<file path="config.mk">
export PLATFORM = sky130hd
export DESIGN_NAME = pa_split_guard
export DESIGN_NICKNAME = d
export VERILOG_FILES = /design/src/rtl/pa_split_pkg.sv /design/src/rtl/psg_bound_reg.sv /design/src/rtl/psg_region_cmp.sv /design/src/rtl/psg_err_flag.sv /design/src/rtl/psg_verdict_pipe.sv /design/src/rtl/pa_split_guard.sv
export SDC_FILE = /design/constraint.sdc
export NUM_CORES = 1
export LEC_CHECK = 0
export ABC_CLOCK_PERIOD_IN_PS = 2450
export BUFFER_PORTS_ARGS = -buffer_cell sky130_fd_sc_hd__buf_4
export CAP_MARGIN = 20
export CORE_MARGIN = 4
export CORE_UTILIZATION = 35
export CTS_BUF_LIST = sky130_fd_sc_hd__clkbuf_8
export CTS_CLUSTER_SIZE = 20
export DETAILED_ROUTE_END_ITERATION = 8
export GPL_TIMING_DRIVEN = 0
export SLEW_MARGIN = 20
export SYNTH_ARGS = -nofsm -noshare
export SYNTH_HDL_FRONTEND = slang
export SYNTH_SLANG_ARGS = --single-unit
</file>
<file path="constraint.sdc">
create_clock -name clk -period 2.45 [get_ports clk]
set_clock_uncertainty 0.1 [all_clocks]
set_input_delay 0 -clock clk [delete_from_list [all_inputs] [get_ports clk]]
set_output_delay 0 -clock clk [all_outputs]
set_load 0.01 [all_outputs]
</file>
<file path="src/rtl/pa_split_pkg.sv">
package pa_split_pkg;

    typedef enum logic [1:0] {
        CLS_PRIV_CORE   = 2'd0,
        CLS_UNPRIV_CORE = 2'd1,
        CLS_DEVICE      = 2'd2,
        CLS_RSVD        = 2'd3
    } req_class_e;

    typedef enum logic [1:0] {
        KIND_FILL   = 2'd0,
        KIND_REAL   = 2'd1,
        KIND_DMA_WR = 2'd2,
        KIND_DMA_RD = 2'd3
    } req_kind_e;

    typedef enum logic [2:0] {
        FC_NONE      = 3'd0,
        FC_FILL_DENY = 3'd1,
        FC_REAL_DENY = 3'd2,
        FC_DMA_BLOCK = 3'd3,
        FC_BAD_REQ   = 3'd4
    } fault_code_e;

    typedef enum logic {
        CFG_OP_BOUND  = 1'b0,
        CFG_OP_ERRCLR = 1'b1
    } cfg_op_e;

    typedef struct packed {
        logic        allow;
        fault_code_e code;
        logic        tlb_we;
        logic        dma_fwd;
        logic        fault;
        logic        err_set;
    } verdict_t;

    localparam int CODE_W = $bits(fault_code_e);

    // Policy: region membership plus requester identity gives the verdict.
    function automatic verdict_t judge(req_class_e cls, req_kind_e kind,
                                       logic auth, logic in_priv);
        verdict_t v;
        v = '{allow: 1'b0, code: FC_BAD_REQ, tlb_we: 1'b0,
              dma_fwd: 1'b0, fault: 1'b0, err_set: 1'b0};
        unique case (cls)
            CLS_PRIV_CORE: begin
                if (kind == KIND_FILL || kind == KIND_REAL) begin
                    v.allow = 1'b1;
                    v.code  = FC_NONE;
                end
            end
            CLS_UNPRIV_CORE: begin
                if (kind == KIND_FILL) begin
                    v.allow = !in_priv;
                    v.code  = in_priv ? FC_FILL_DENY : FC_NONE;
                end else if (kind == KIND_REAL) begin
                    v.allow = !in_priv;
                    v.code  = in_priv ? FC_REAL_DENY : FC_NONE;
                end
            end
            CLS_DEVICE: begin
                if (kind == KIND_DMA_WR) begin
                    v.allow = !(in_priv && !auth);
                    v.code  = v.allow ? FC_NONE : FC_DMA_BLOCK;
                end else if (kind == KIND_DMA_RD) begin
                    v.allow = 1'b1;
                    v.code  = FC_NONE;
                end
            end
            default: begin
                v.allow = 1'b0;
                v.code  = FC_BAD_REQ;
            end
        endcase
        v.tlb_we  = v.allow && (kind == KIND_FILL);
        v.dma_fwd = v.allow && (cls == CLS_DEVICE);
        v.fault   = !v.allow && (cls != CLS_DEVICE);
        v.err_set = !v.allow && (cls == CLS_DEVICE);
        return v;
    endfunction

endpackage

</file>
<file path="src/rtl/psg_bound_reg.sv">
module psg_bound_reg
    import pa_split_pkg::*;
#(
    parameter int               ADDR_W    = 40,
    parameter int               PAGE_BITS = 12,
    parameter logic [ADDR_W-1:0] BOUND_RST = '0
) (
    input  logic              clk,
    input  logic              rst,
    input  logic              cfg_wr,
    input  logic              cfg_priv,
    input  cfg_op_e           cfg_op,
    input  logic [ADDR_W-1:0] cfg_wdata,
    output logic [ADDR_W-1:0] bound,
    output logic              err_clr
);
    localparam logic [ADDR_W-1:0] LOW_MASK   = ADDR_W'((64'd1 << PAGE_BITS) - 64'd1);
    localparam logic [ADDR_W-1:0] ALIGN_MASK = ~LOW_MASK;
    localparam logic [ADDR_W-1:0] RST_VAL    = BOUND_RST & ALIGN_MASK;

    logic accept;
    logic [ADDR_W-1:0] bound_q;

    assign accept  = cfg_wr && cfg_priv;
    assign err_clr = accept && (cfg_op == CFG_OP_ERRCLR) && cfg_wdata[0];

    always_ff @(posedge clk) begin
        if (rst) begin
            bound_q <= RST_VAL;
        end else if (accept && cfg_op == CFG_OP_BOUND) begin
            bound_q <= cfg_wdata & ALIGN_MASK;
        end
    end

    assign bound = bound_q;
endmodule

</file>
<file path="src/rtl/psg_region_cmp.sv">
module psg_region_cmp #(
    parameter int ADDR_W = 40
) (
    input  logic [ADDR_W-1:0] addr,
    input  logic [ADDR_W-1:0] bound,
    output logic              in_priv
);
    // At or above the boundary is the privileged region.
    assign in_priv = (addr >= bound);
endmodule

</file>
<file path="src/rtl/psg_err_flag.sv">
module psg_err_flag (
    input  logic clk,
    input  logic rst,
    input  logic set,
    input  logic clr,
    output logic err
);
    logic err_q;

    always_ff @(posedge clk) begin
        if (rst) begin
            err_q <= 1'b0;
        end else begin
            err_q <= set | (err_q & ~clr);
        end
    end

    assign err = err_q;
endmodule

</file>
<file path="src/rtl/psg_verdict_pipe.sv">
module psg_verdict_pipe
    import pa_split_pkg::*;
#(
    parameter int ADDR_W = 40
) (
    input  logic              clk,
    input  logic              rst,
    input  logic              in_valid,
    input  verdict_t          in_verdict,
    input  logic [ADDR_W-1:0] in_addr,
    output logic              out_valid,
    output verdict_t          out_verdict,
    output logic [ADDR_W-1:0] out_addr
);
    localparam verdict_t IDLE = '{allow: 1'b0, code: FC_NONE, tlb_we: 1'b0,
                                  dma_fwd: 1'b0, fault: 1'b0, err_set: 1'b0};

    logic              valid_q;
    verdict_t          verdict_q;
    logic [ADDR_W-1:0] addr_q;

    always_ff @(posedge clk) begin
        if (rst) begin
            valid_q   <= 1'b0;
            verdict_q <= IDLE;
            addr_q    <= '0;
        end else begin
            valid_q   <= in_valid;
            verdict_q <= in_valid ? in_verdict : IDLE;
            if (in_valid) begin
                addr_q <= in_addr;
            end
        end
    end

    assign out_valid   = valid_q;
    assign out_verdict = verdict_q;
    assign out_addr    = addr_q;
endmodule

</file>
<file path="src/rtl/pa_split_guard.sv">
module pa_split_guard
    import pa_split_pkg::*;
#(
    parameter int               ADDR_W    = 40,
    parameter int               PAGE_BITS = 12,
    parameter logic [ADDR_W-1:0] BOUND_RST = '0
) (
    input  logic              clk,
    input  logic              rst,
    input  logic              cfg_wr_i,
    input  logic              cfg_priv_i,
    input  logic              cfg_op_i,
    input  logic [ADDR_W-1:0] cfg_wdata_i,
    output logic [ADDR_W-1:0] bound_o,
    output logic              dma_err_o,
    input  logic              req_valid_i,
    input  logic [1:0]        req_class_i,
    input  logic [1:0]        req_type_i,
    input  logic              req_auth_i,
    input  logic [ADDR_W-1:0] req_addr_i,
    output logic              dec_valid_o,
    output logic              dec_allow_o,
    output logic [2:0]        dec_code_o,
    output logic [ADDR_W-1:0] dec_addr_o,
    output logic              tlb_we_o,
    output logic              dma_fwd_o,
    output logic              fault_o
);
    logic [ADDR_W-1:0] bound;
    logic              err_clr;
    logic              in_priv;
    verdict_t          verdict_now;
    verdict_t          verdict_reg;
    logic              err_set;

    psg_bound_reg #(
        .ADDR_W   (ADDR_W),
        .PAGE_BITS(PAGE_BITS),
        .BOUND_RST(BOUND_RST)
    ) bound_i (
        .clk      (clk),
        .rst      (rst),
        .cfg_wr   (cfg_wr_i),
        .cfg_priv (cfg_priv_i),
        .cfg_op   (cfg_op_e'(cfg_op_i)),
        .cfg_wdata(cfg_wdata_i),
        .bound    (bound),
        .err_clr  (err_clr)
    );

    psg_region_cmp #(.ADDR_W(ADDR_W)) cmp_i (
        .addr   (req_addr_i),
        .bound  (bound),
        .in_priv(in_priv)
    );

    always_comb begin
        verdict_now = judge(req_class_e'(req_class_i), req_kind_e'(req_type_i),
                            req_auth_i, in_priv);
    end

    assign err_set = req_valid_i && verdict_now.err_set;

    psg_err_flag err_i (
        .clk(clk),
        .rst(rst),
        .set(err_set),
        .clr(err_clr),
        .err(dma_err_o)
    );

    psg_verdict_pipe #(.ADDR_W(ADDR_W)) pipe_i (
        .clk        (clk),
        .rst        (rst),
        .in_valid   (req_valid_i),
        .in_verdict (verdict_now),
        .in_addr    (req_addr_i),
        .out_valid  (dec_valid_o),
        .out_verdict(verdict_reg),
        .out_addr   (dec_addr_o)
    );

    assign bound_o     = bound;
    assign dec_allow_o = verdict_reg.allow;
    assign dec_code_o  = CODE_W'(verdict_reg.code);
    assign tlb_we_o    = verdict_reg.tlb_we;
    assign dma_fwd_o   = verdict_reg.dma_fwd;
    assign fault_o     = verdict_reg.fault;
endmodule

</file>
After elaboration in Yosys (flattened, before gate mapping). Index checks and enable logic that the tools add are counted.

Input bits: 91. Output and inout bits: 89. Register bits after elaboration: 77.

Reductions and logical operators: 18. Order comparisons: 1. Bitwise logic cells: 5. Eq/ne operators: 6. Muxes and demuxes: 9.

Operators by type and width (count): 40-bit >= comparator (1); 4-bit 2-to-1 mux (5); 4-bit case mux with 3 select lines (1); 1-bit logical AND (10); 2-bit equality test (second input constant) (3); 2-bit by 1-bit equality test with 1-bit output (second input constant) (2); 1-bit logical NOT (4); 2-bit logical NOT (2); 2-bit 2-to-1 mux (2); 1-bit NOT (3); 2-bit != test (second input constant) (1); 2-bit OR reduction (1); 1-bit AND (1); 1-bit logical OR (1); 1-bit 2-to-1 mux (1); 1-bit bitwise OR (1).

Depth between registers and ports, before layout.
Word-level depth: 9. Mapped depth: 8. Gate-level depth less buffers: 8.

Cells and area by module. A second synthesis with hierarchy kept.

Cell total of the unflattened synthesis: 447. Area, all modules: 4300.4 µm².

By module, submodules not included: psg_verdict_pipe (instances 1, cells each 148, area each 1697.9 µm², seq. area each 980.9 µm²); psg_bound_reg (instances 1, cells each 136, area each 1378.8 µm², seq. area each 560.5 µm²); psg_region_cmp (instances 1, cells each 138, area each 1043.5 µm², seq. area each 0.0 µm²); pa_split_guard (instances 1, cells each 21, area each 141.4 µm², seq. area each 0.0 µm²); psg_err_flag (instances 1, cells each 4, area each 38.8 µm², seq. area each 20.0 µm²).

Worst setup path after synthesis. No wires, ideal clock.

Path kind: register to register. Start: register bound_i.bound_q[23], in the netlist bound_i.bound[23]. End: register err_i.err_q, in the netlist err_i.err. Period minus slack after synthesis: 2.078 ns. Data required time: 2.213 ns. Arrival: 1.841 ns. Path slack: 0.372 ns. Setup time: 0.137 ns. Cell stages (with the launch flop): 9. Cell sequence: dfxtp_1 -> inv_1 -> ha_1 -> a21oi_1 -> o21ai_0 -> a311oi_1 -> a21oi_2 -> nor4b_1 -> o21ai_0.

Cells in the longest elaborated chain, start to end: 9.

RTL lines: start: declaration (RTL line psg_bound_reg.sv:22) `logic [ADDR_W-1:0] bound_q;`; start signal: assignment (RTL line psg_bound_reg.sv:31) `bound_q <= cfg_wdata & ALIGN_MASK;`; 40-bit >= comparator * (RTL line psg_region_cmp.sv:9) `assign in_priv = (addr >= bound);`; 1-bit logical NOT / 1-bit logical AND (equally long branches) (RTL line pa_split_pkg.sv:56, pa_split_pkg.sv:59, pa_split_pkg.sv:65); 4-bit 2-to-1 mux / 1-bit logical NOT (equally long branches) (RTL line pa_split_pkg.sv:58, pa_split_pkg.sv:65); 4-bit 2-to-1 mux, on equally long branches (RTL line pa_split_pkg.sv:55, pa_split_pkg.sv:64); 4-bit case mux with 3 select lines * (RTL line pa_split_pkg.sv:47) `unique case (cls)`; 1-bit logical NOT * (RTL line pa_split_pkg.sv:80) `v.err_set = !v.allow && (cls == CLS_DEVICE);`; 1-bit logical AND * (RTL line pa_split_pkg.sv:80); 1-bit logical AND * (RTL line pa_split_guard.sv:62) `assign err_set = req_valid_i && verdict_now.err_set;`; 1-bit bitwise OR * (RTL line psg_err_flag.sv:14) `err_q <= set | (err_q & ~clr);`; end signal: assignment (RTL line psg_err_flag.sv:14); end: declaration (RTL line psg_err_flag.sv:8) `logic err_q;`.

Mark *: on every way between the ends. The rest lies on a longest branch, timed or not. A chain may end at the register's enable or synchronous reset.

Final worst setup path.
Start: register bound_i.bound_q[19], in the netlist bound_i.bound[19]. End: register err_i.err_q, in the netlist err_i.err.

Same word-level chain as after synthesis.

==> results by group <==
Timing
  • Unrepaired setup endpoints after global routing: true
  • Max transition margin: 42.4%
  • Slew @ Worst Pin: 0.861 ns
  • Hold_ws: 0.0205 ns
  • Fin crit share: 94.0%
  • Slew Limit Fails: 0
  • F_max: 434 MHz
  • Final min period: 2.30 ns
  • Final hold vios: 0
  • Final setup violation count: 0

Power
  • Sw frac: 25.2%
  • Gate power share: 20.2%
  • Reg power frac: 44.1%
  • Leakage: 2.75 nW
  • Net Sw Power: 766 uW
  • Peak VDD IR: 310 uV
  • Overall Power: 3.04 mW
  • Pint: 2.28 mW
  • PD cells: 514 nW/um^2
  • Clock power share: 35.7%

Min path
  • Depth of the worst hold-timing path: 3
  • HP Start: rst
  • Hold Crit Class: in -> reg

Worst setup path
  • Crit Path Max Fanout: 3
  • Critical Path End Type: flip-flop
  • Setup crit start: bound_i.bound[19]$_SDFFE_PP0P_
  • R2R depth: 8
  • Reg-to-reg critical path startpoint: bound_i.bound[19]$_SDFFE_PP0P_
  • Crit path DAT: 2.43 ns
  • Crit-path cells: inv_1, ha_1, a21oi_1, o21ai_0, a311oi_1, a21oi_4, nor4b_2, o21ai_0
  • Max incr delay on CP: 0.46 ns
  • WP data required: 2.57 ns
  • Critical path type: reg -> reg
  • Cell mode on critical path: o21ai_0
  • CP max-delay cell: a311oi_1
  • CP startpoint kind: flip-flop

Clocking
  • Clk buf depth: 2
  • Clk slew on worst S/H paths: 0.08 ns
  • CTS Sinks: 77
  • CTS Buf Count: 9
  • CTS tree: built
  • Post-CTS Setup Bufs: 0
  • Worst skew pair latency: 0.35 ns
  • Root buf cell: clkbuf_8
  • H-tree depth: 3

Detailed routing
  • Drt via density: 4.56
  • DRC Markers: 0
  • First-pass detailed-route iteration total: 4
  • Vias: 3638
  • DR WL/cell: 14.5 um
  • DRT antenna net count: 0
  • DRT Wirelength: 11.5 mm
  • Initial DRC count: 100

Yosys
  • Yosys top cell area share: 43.5%
  • Number of flops mapped to enable cells by yosys: 0
  • Most frequent cell after synthesis: dfxtp_1
  • Synth Register Bits: 77
  • Largest area contributor in the netlist: dfxtp_1
  • Synth top area cells: dfxtp_1 (43%), mux2i_1 (12%), ha_1 (9.9%), nand2_1 (6.8%), a21oi_1 (5.9%)
  • Mapped cell area: 3540 um^2
  • Unique masters post-synth: 42
  • Syn avg cell area: 8.75 um^2
  • Predominant post-synthesis flop cell: dfxtp_1
  • Seq/Total Area, Yosys: 43.5%
  • Synth top cells by count: dfxtp_1 (77), nand2_1 (64), nor2_1 (46), a21oi_1 (42), mux2i_1 (41)
  • Cells after synthesis: 405
  • Warnings, synthesis: 0
  • FFs w/ async S/R, synth: 0%

Place
  • Buffers on Ports: 154
  • Final GP Congestion: 0.814
  • HPWL after detailed placement: 8.24 mm
  • Placed cells: 703

Global route
  • First-pass GRT wire length: 17.9 mm
  • Largest net degree at the start of global routing: 13
  • Global route overflow: 0
  • Initial antenna violation count: 0
  • Number of global-route vias before repair: 3767
  • GR Util All Layers: 19.4%

Floorplan
  • Die X: 109 um
  • Initial core utilization: 36.1%
  • Io pins: 180
  • Area of the core: 9820 um^2
  • Area of the die: 11800 um^2
  • Rows: 36
  • Die H: 109 um

Cells and area
  • Multi-input combinational cell area: 1770 um^2
  • Fraction of layout cells with a size suffix above 1: 28.8%
  • # diodes: 0
  • # nets final: 778
  • Fin cells: 797
  • Seq. cell area: 1540 um^2
  • Fill cells: 891
  • Area growth syn-to-layout: 67.2%

Outcome
  • Outcome: completed

Job
  • # Max-Cap Violations: 0
[worst max-delay path, delay by kind of cell (launching register included)]
kind | cells | cell delay, ns
and+or+nand+nor | 1 | 0.37
adders and majority gates | 1 | 0.30
AOI/OAI and AO/OA | 5 | 0.98
DFF | 1 | 0.37
buffers and inverters | 1 | 0.06
[worst paths after layout]
kind	end	slack, ns
hold / removal	pipe_i.out_verdict[1]$_SDFF_PP0_	0.02
setup reg to reg	err_i.err$_SDFF_PP0_	0.15
setup / recovery	err_i.err$_SDFF_PP0_	0.15
hold reg to reg	bound_i.bound[24]$_SDFFE_PP0P_	0.37
[state kept, by name, summed over array words and instances (netlist names)]
register / flops
pipe_i.out_verdict: 7
bound_i.bound: 28
err_i.err: 1
pipe_i.out_valid: 1
pipe_i.out_addr: 40
[layout by cell type, fill, tap and decap left out, types with 11 or more instances in the layout]
cell type	synthesis	layout
a21oi_1	42	42
buf_4	12	166
clkbuf_1	15	15
clkbuf_8	0	11
conb_1	1	12
dfxtp_1	77	77
dlygate4sd3_1	0	78
ha_1	28	28
inv_1	30	31
mux2i_1	41	41
nand2_1	64	64
nor2_1	46	46
[power groups by stage]
| stage | sequential (mW) | clock (mW) | combinational [mW] |
|---|---|---|---|
| 2_1_floorplan | 1.40 | 0 | 0.222 |
| 3_3_place_gp | 1.37 | 0 | 0.500 |
| 3_5_place_dp | 1.37 | 0 | 0.511 |
| 4_1_cts | 1.34 | 1.12 | 0.612 |
| 5_1_grt | 1.35 | 1.17 | 0.675 |
| 6_report | 1.34 | 1.09 | 0.615 |
[metrics by stage]
stage	utilization (%)	area (um^2)	worst slack [ns]	setup TNS, ns
2_1_floorplan	-	3590	0.372	0
3_3_place_gp	50.0	4910	0.0984	0
3_5_place_dp	50.0	4910	0.0421	0
4_1_cts	60.2	5910	0.0102	0
5_1_grt	60.4	5930	-0.00769	-0.00769
6_report	60.4	5930	0.147	0
[cell families after synthesis]
| logic type | after synthesis | share of synthesized area (%) |
|---|---|---|
| muxes | 41 | 11.6 |
| AOI/OAI and AO/OA | 60 | 9.60 |
| buffers and inverters | 60 | 8.05 |
| adders and majority gates | 28 | 9.88 |
| and+or+nand+nor | 138 | 17.3 |
| other | 1 | 0.106 |
| DFF | 77 | 43.5 |
[what timing repair did]
action,4_1_cts,5_1_grt
gates resized for setup,0,2
hold endpoints to repair,76,0
hold buffers,78,0
endpoints found under the setup margin,0,3
[metal layers]
metal	global-route usage, %	up-vias	wire length (um)
li1	-	1836	-
met1	21.4	1652	4630
met2	34.9	120	5850
met3	5.09	30	711
met4	8.66	0	351
met5	0	-	0
[layout make-up]
type	count	share of cell area, %
plain buffers	30	2.91
clock buffers	11	2.55
clock inverters	5	1.25
inverters	30	1.90
multi-input cells	279	29.9
flip-flops and latches	77	26.0
well taps	133	2.81
repair buffers	232	32.7
Note: power is estimated with default switching activity, not from simulation.
